## src/rtl/wpg_pkg.sv

```systemverilog
package wpg_pkg;
  typedef enum logic [2:0] {
    K_LATCH   = 3'd0,
    K_VWIPER  = 3'd1,
    K_NVWIPER = 3'd2,
    K_ARRAY   = 3'd3,
    K_CTRL_V  = 3'd4,
    K_CTRL_NV = 3'd5
  } req_kind_e;

  localparam int KIND_W = 3;
  localparam int LOCK_W = 2;

  function automatic logic kind_is_nv(input logic [KIND_W-1:0] k);
    return (k == K_NVWIPER) || (k == K_ARRAY) || (k == K_CTRL_NV);
  endfunction
endpackage

```

## src/rtl/wpg_sync.sv

```systemverilog
module wpg_sync #(
  parameter int STAGES = 2,
  parameter logic RST_VAL = 1'b1
) (
  input  logic clk,
  input  logic rst_n,
  input  logic d_in,
  output logic d_out
);
  logic [STAGES-1:0] chain_q;

  generate
    for (genvar i = 0; i < STAGES; i++) begin : g_stage
      if (i == 0) begin : g_first
        always_ff @(posedge clk) begin
          if (!rst_n) chain_q[0] <= RST_VAL;
          else        chain_q[0] <= d_in;
        end
      end else begin : g_rest
        always_ff @(posedge clk) begin
          if (!rst_n) chain_q[i] <= RST_VAL;
          else        chain_q[i] <= chain_q[i-1];
        end
      end
    end
  endgenerate

  assign d_out = chain_q[STAGES-1];
endmodule

```

## src/rtl/wpg_region.sv

```systemverilog
module wpg_region #(
  parameter int AW = 8
) (
  input  logic [AW-1:0]               addr,
  input  logic [wpg_pkg::LOCK_W-1:0]  lock,
  output logic                        locked
);
  localparam int TOP = AW - 1;

  always_comb begin
    unique case (lock)
      2'b00:   locked = 1'b0;
      2'b01:   locked = addr[TOP] & addr[TOP-1];
      2'b10:   locked = addr[TOP];
      default: locked = 1'b1;
    endcase
  end
endmodule

```

## src/rtl/wpg_matrix.sv

```systemverilog
module wpg_matrix
  import wpg_pkg::*;
(
  input  logic [KIND_W-1:0] kind,
  input  logic              wel,
  input  logic              rwel,
  input  logic              wp,
  input  logic [LOCK_W-1:0] lock,
  input  logic              addr_locked,
  output logic              permit
);
  logic unlocked;
  assign unlocked = (lock == '0);

  always_comb begin
    unique case (kind)
      K_LATCH:   permit = 1'b1;
      K_VWIPER:  permit = wel & unlocked;
      K_NVWIPER: permit = wel & unlocked & ~wp;
      K_ARRAY:   permit = wel & ~wp & ~addr_locked;
      K_CTRL_V:  permit = wel & rwel;
      K_CTRL_NV: permit = wel & rwel & ~wp;
      default:   permit = 1'b0;
    endcase
  end
endmodule

```

## src/rtl/write_permit_gate.sv

```systemverilog
module write_permit_gate
  import wpg_pkg::*;
#(
  parameter int AW = 8,
  parameter int WP_STAGES = 2,
  parameter logic [1:0] LOCK_INIT = 2'b00
) (
  input  logic          clk,
  input  logic          rst_n,
  input  logic          req_valid,
  output logic          req_ready,
  input  logic [2:0]    req_kind,
  input  logic [AW-1:0] req_addr,
  input  logic [1:0]    req_data,
  input  logic          frame_ok,
  input  logic          wp_pin,
  output logic          grant_o,
  output logic          deny_o,
  output logic          nv_start_o,
  output logic          wel_o,
  output logic          rwel_o,
  output logic [1:0]    lock_o
);
  logic              wp_s;
  logic              addr_locked;
  logic              permit;
  logic              wel_q, rwel_q;
  logic [LOCK_W-1:0] lock_q;
  logic              grant_q, deny_q, nvst_q;
  logic              take;

  assign req_ready = 1'b1;

  wpg_sync #(.STAGES(WP_STAGES), .RST_VAL(1'b1)) u_sync (
    .clk(clk), .rst_n(rst_n), .d_in(wp_pin), .d_out(wp_s)
  );

  wpg_region #(.AW(AW)) u_region (
    .addr(req_addr), .lock(lock_q), .locked(addr_locked)
  );

  wpg_matrix u_matrix (
    .kind(req_kind), .wel(wel_q), .rwel(rwel_q), .wp(wp_s),
    .lock(lock_q), .addr_locked(addr_locked), .permit(permit)
  );

  assign take = req_valid & permit;

  always_ff @(posedge clk) begin
    if (!rst_n) begin
      wel_q   <= 1'b0;
      rwel_q  <= 1'b0;
      lock_q  <= LOCK_INIT;
      grant_q <= 1'b0;
      deny_q  <= 1'b0;
      nvst_q  <= 1'b0;
    end else begin
      grant_q <= take;
      deny_q  <= req_valid & ~permit;
      nvst_q  <= take & kind_is_nv(req_kind) & frame_ok;
      if (take) begin
        case (req_kind)
          K_LATCH: begin
            wel_q  <= req_data[0];
            rwel_q <= req_data[0] & req_data[1] & wel_q;
          end
          K_CTRL_V: rwel_q <= 1'b0;
          K_CTRL_NV: begin
            if (frame_ok) begin
              lock_q <= req_data;
              rwel_q <= 1'b0;
            end
          end
          default: ;
        endcase
      end
    end
  end

  assign grant_o    = grant_q;
  assign deny_o     = deny_q;
  assign nv_start_o = nvst_q;
  assign wel_o      = wel_q;
  assign rwel_o     = rwel_q;
  assign lock_o     = lock_q;

  AST_NO_WRITE_WITHOUT_WEL: assert property (@(posedge clk) disable iff (!rst_n)
    (req_valid && req_kind != 3'd0 && !wel_o) |=> deny_o) else $error("wel");
  AST_CTRL_NEEDS_RWEL: assert property (@(posedge clk) disable iff (!rst_n)
    (req_valid && (req_kind == 3'd4 || req_kind == 3'd5) && !rwel_o) |=> deny_o) else $error("rwel");
  AST_WP_BLOCKS_NV: assert property (@(posedge clk) disable iff (!rst_n)
    (req_valid && wp_s && (req_kind == 3'd2 || req_kind == 3'd3 || req_kind == 3'd5)) |=> (!grant_o && !nv_start_o)) else $error("wp");
  AST_START_NEEDS_FRAME: assert property (@(posedge clk) disable iff (!rst_n)
    (req_valid && !frame_ok) |=> !nv_start_o) else $error("frame");
  AST_START_WITH_GRANT: assert property (@(posedge clk) disable iff (!rst_n)
    nv_start_o |-> grant_o) else $error("start");
  AST_DENY_KEEPS_STATE: assert property (@(posedge clk) disable iff (!rst_n)
    deny_o |-> ($stable(wel_o) && $stable(rwel_o) && $stable(lock_o))) else $error("deny");
  AST_ONE_ANSWER: assert property (@(posedge clk) disable iff (!rst_n)
    req_valid |=> $onehot({grant_o, deny_o})) else $error("answer");
  AST_NO_SPURIOUS: assert property (@(posedge clk) disable iff (!rst_n)
    !req_valid |=> !(grant_o || deny_o)) else $error("spurious");
endmodule

```

## config.mk

```make
export PLATFORM = sky130hd
export DESIGN_NAME = write_permit_gate
export DESIGN_NICKNAME = d
export VERILOG_FILES = /design/src/rtl/wpg_pkg.sv /design/src/rtl/wpg_sync.sv /design/src/rtl/wpg_region.sv /design/src/rtl/wpg_matrix.sv /design/src/rtl/write_permit_gate.sv
export SDC_FILE = /design/constraint.sdc
export NUM_CORES = 1
export LEC_CHECK = 0
export BUFFER_PORTS_ARGS = -buffer_cell sky130_fd_sc_hd__buf_2
export CAP_MARGIN = 20
export CORE_AREA = 2 2 39 41
export DETAILED_ROUTE_END_ITERATION = 10
export DIE_AREA = 0 0 41 43
export PLACE_DENSITY = 0.67
export SYNTH_ARGS = -nofsm -noshare
export SYNTH_HDL_FRONTEND = slang
export SYNTH_SLANG_ARGS = --single-unit
```

## constraint.sdc

```tcl
create_clock -name clk -period 2.3 [get_ports clk]
set_input_delay 0.345 -clock clk [delete_from_list [all_inputs] [get_ports clk]]
set_output_delay 0.345 -clock clk [all_outputs]
set_load 0.03 [all_outputs]
```

After elaboration in Yosys (flattened, before gate mapping)
Index checks and enable logic that the tools add are counted.

word-level totals
  bits in registers = 9
  input bits = 18

cells by class
  eq/ne operators = 8
  multiplexer cells = 4
  bitwise gates (word level) = 16
  reduce and logical (&&, ||, !) cells = 8

operator list
  kind                                                 count
  AND 1 bit                                            13
  equality test 3 x 2 -> 1 bit, second input constant  2
  equality test 3 bit, second input constant           2
  one-hot mux 1 bit (3 select lines)                   2
  one-hot mux 1 bit (6 select lines)                   1
  AND reduction 3 bit                                  2
  equality test 3 x 1 -> 1 bit, second input constant  1
  logical NOT 3 bit                                    1
  inverter 1 bit                                       3
  nonzero test 3 bit                                   1
  equality test 2 x 1 -> 1 bit, second input constant  1
  equality test 2 bit, second input constant           1
  logical NOT 2 bit                                    1
  logical OR 1 bit                                     2
  != test 2 bit, second input constant                 1
  AND reduction 2 bit                                  1
  two-way mux 1 bit                                    1

Longest topological paths before layout
  word-level depth = 8
  depth in mapped cells = 5

Cells and area by module
Synthesis repeated with hierarchy kept, for this count alone.

second synthesis, totals
  cell total of the unflattened synthesis = 47
  area, all modules = 421.7 um^2

modules (own cells, without submodules)
  module             instances  cells an instance  area each (um^2)
  write_permit_gate  1          32                 297.8
  wpg_matrix         1          8                  57.6
  wpg_sync           1          4                  52.6
  wpg_region         1          3                  13.8

Worst setup path after synthesis
No wires, ideal clock.

  kind = register to register
  from = reg wel_q (netlist: wel_o)
  to = reg rwel_q (netlist: rwel_o)
  setup time = 0.117 ns
  data arrival time = 1.225 ns
  required time = 2.183 ns
  setup slack = 0.957 ns
  cell stages (with the launch flop) = 5
  buffers on the path = 0
  period minus slack after synthesis = 1.343 ns
  path through = dfxtp_1 a21boi_0 a211oi_1 nand2b_1 a32o_1

on the way
  longest elaborated chain between the ends = 5
  elaborated cells on any way between the ends = 11

RTL lines
  item                                  line                                                  source
  start, declared                       write_permit_gate.sv:27                               logic wel_q, rwel_q;
  start signal, assigned                write_permit_gate.sv:64                               wel_q <= req_data[0];
  AND 1 bit (on tied branches)          -
  AND 1 bit (on tied branches)          wpg_matrix.sv:22, wpg_matrix.sv:19, wpg_matrix.sv:20
  one-hot mux 1 bit (6 select lines)    wpg_matrix.sv:16                                      unique case (kind)
  AND 1 bit                             write_permit_gate.sv:47                               assign take = req_valid & permit;
  AND reduction 3 bit (no source line)  -
  end signal, assigned                  write_permit_gate.sv:65                               rwel_q <= req_data[0] & req_data[1] & wel_q;
  end, declared                         write_permit_gate.sv:27

Several ways; a longest one is shown, not always the timed one.
A chain may end at the register's enable or synchronous reset.

Worst setup path after layout
  from = reg wel_q (netlist: wel_o)
  to = out wel_o

RTL lines
  item           line                     source
  end, declared  write_permit_gate.sv:20  output logic wel_o,

No word-level cell between the ends.

==> results.md <==
- Outcome: finished clean
- GRT Total Usage: 0.125
- Drt drc: 0
- Area leader, netlist: dfxtp_1
- Final Max Tran Viols: 0
- Row cnt: 14
- Max FO, Critical Path: 6
- Worst-skew pair later-pin latency: 0.25 ns
- Setup total negative slack: 0 ns
- Area Overhead vs Synth: 24.5%
- NetSw: 0.0784 mW
- Average size of a mapped cell: 9.40 um^2
- Clock Sinks: 9
- Synth Area in Adders: 0
- Final Skew: 0.00118 ns
- Routed Antenna Nets: 0
- Clk network pwr share: 0.364
- P_leak: 0.272 nW
- Depth of the most critical reg-to-reg path: 4
- Sw Share: 0.243
- CTS Buffer Depth: 2
- CP required: 1.96 ns
- Routed WL: 963 um
- Cell Area, Synth: 479 um^2
- WHS Endpoint: u_sync.chain_q[0]
- Synth Area in Simple Gates: 0.329
- Largest cells by area after synthesis: dfxtp_1 (38%), mux2i_1 (8.4%), nand2b_4 (5.7%)
- FF-to-FF Start: wel_o
- HP Start: wp_pin
- Via count: 427
- Tmin final: 1.24 ns
- Sequential area share after synthesis: 0.376
- CTS Hold Bufs: 0
- Synth Flop Type: dfxtp_1
- Hold path depth: 2
- Synth cell types: 22
- Crit-path max cell delay: 0.41 ns
- Post-Synthesis Cells: 51
- Cell internal pwr: 0.244 mW
- Synth top area share: 0.376
- Ys async rst share: 0
- Setup Viol. Count Final: 0
- Count of flip-flops with a built-in enable after synthesis: 0
- Xor and xnor area share after synthesis: 0
- Largest net degree at the start of global routing: 10
- I/O Buffers: 18
- Hold Violations, Final: 0
- CP Cell Sequence: buf_2
- Max-cap violations: 0
- Root buf cell: clkbuf_4
- Register clock-pin slew on the reported worst setup and hold paths: 0.06 ns
- Top Ports: 26
- Kind of critical path: reg -> out
- Critical path's top delay family: flip-flops
- Total congestion overflow: 0
- Overall Power: 0.323 mW
- Pre-antenna DRT Iters: 4
- CP endpoint kind: output port
- Die Ht: 43 um
- Compound-Gate Fraction of Synth Area: 0.157
- Largest family of logic cells by synthesized area: simple AND/OR/NAND/NOR gates
- Fillcell total: 148
- Final GP Congestion: 0.670
- Via-to-Cell Ratio: 4.91
- CTS tree: done
- Critical path data arrival time: 0.90 ns
- Mux contribution to synthesized area: 0.0836
- Crit start category: register
- Commonest cells post-synth: dfxtp_1 (9), nand2_1 (7), mux2i_1 (4), nand2b_1 (4), nor2b_1 (4)
- 1st-iter DRT viols: 4
- Setup slack, reg-to-reg: 1.07 ns
- Sequential share of power: 0.497
- Post_cts resized: 0
- YS warnings: 0
- Syn_nets: 69
- Die area: 1760 um^2
- Initial antenna violation count: 0
- Logic pwr share: 0.139
- Maximum VDD drop: 0.249 mV
- CTS H-tree depth: 1
- Diode count: 0
- Setup bufs post-CTS: 0
- FF+latch count, synth: 9
- DP HPWL: 783 um
- Power Density: 541 nW/um^2
- Crit path buf inv count: 1
- Fin crit share: 0.539
- Slowest stage cell, crit path: dfxtp_1
- Share of cells above drive strength 1: 0.352
- Vias in the first global route: 381
- Count leader, synth: dfxtp_1
- CTS buffer count: 3
- R2r endpoint: rwel_o
- Final Net Count: 90
- Routed wire per std cell: 11.1 um
- Starting Density: 0.346
- Unrepaired setup endpoints after global routing: no
- Die Wd: 41 um
- Min-Delay Path Class: in -> reg
- Fmax: 806 MHz
- Core footprint: 1380 um^2
- First-pass GRT wire length: 1.51 mm
==> cells by family (layout without fill, tap and decap cells) <==
group / count (synthesis) / count (layout)
AOI/OAI and AO/OA: 10 / 10
buffers and inverters: 3 / 23
DFF: 9 / 9
muxes: 4 / 4
other: 1 / 1
and+or+nand+nor: 24 / 24
==> area by class of cell <==
type | instances | area, um^2 | area share
Timing Repair Buffer | 18 | 90.1 | 0.151
Multi-Input combinational cell | 39 | 277 | 0.463
Sequential cell | 9 | 180 | 0.302
Inverter | 1 | 3.75 | 0.00629
Tap cell | 16 | 20.0 | 0.0335
Clock buffer | 4 | 26.3 | 0.0440
==> per-layer routing <==
| layer | wire (um) | GRT usage |
|---|---|---|
| met3 | 46 | 0.0157 |
| met1 | 427 | 0.149 |
| met5 | 0 | 0 |
| met2 | 470 | 0.206 |
| met4 | 19 | 0.0600 |
==> sequential cells by signal (all words and copies together) (netlist names) <==
register,cells
wel_o,1
rwel_o,1
nv_start_o,1
u_sync.d_out,1
deny_o,1
lock_o,2
grant_o,1
u_sync.chain_q,1
==> power groups by stage <==
stage	combinational (mW)	clock [mW]	sequential, mW
4_1_cts	0.0449	0.123	0.160
3_5_place_dp	0.0447	0	0.164
6_report	0.0447	0.117	0.160
5_1_grt	0.0489	0.126	0.161
2_1_floorplan	0.0246	0	0.167
3_3_place_gp	0.0438	0	0.164
==> how the worst max path moves through the flow <==
stage                     end  depth (start not counted)         from  slack (ns)
CTS                     wel_o                          1        wel_o        1.05
global route           rwel_o                          4        wel_o        0.95
detailed placement  lock_o[0]                          5  req_kind[1]        0.91
floorplan              rwel_o                          4        wel_o        0.96
finish                  wel_o                          1        wel_o        1.06
global placement    lock_o[0]                          5  req_kind[1]        0.91
==> cells in the final DEF (no fill, tap or decap), drive strengths merged <==
master   netlist  routed
dfxtp          9       9
a21oi          1       1
nor3           2       2
nand2          7       7
nand2b         6       6
nand3          2       2
o2bb2ai        1       1
inv            1       1
o221ai         1       1
conb           1       1
o21ai          2       2
mux2i          4       4
nor2b          4       4
nor4           3       3
a211oi         1       1
buf            2      18
o21ba          1       1
a32o           1       1
a21boi         2       2
clkbuf         0       4
==> per-stage QoR <==
stage / instances / util / setup WS [ns] / hold slack, ns / cell area, um^2
2_1_floorplan: 51 / - / 0.957 / 0.386 / 479
3_3_place_gp: 83 / 0.412 / 0.910 / 0.390 / 571
3_5_place_dp: 83 / 0.412 / 0.908 / 0.401 / 571
4_1_cts: 87 / 0.431 / 1.05 / 0.264 / 597
5_1_grt: 87 / 0.431 / 0.950 / 0.278 / 597
6_report: 87 / 0.431 / 1.06 / 0.271 / 597
(Power assumes the default switching activity.)
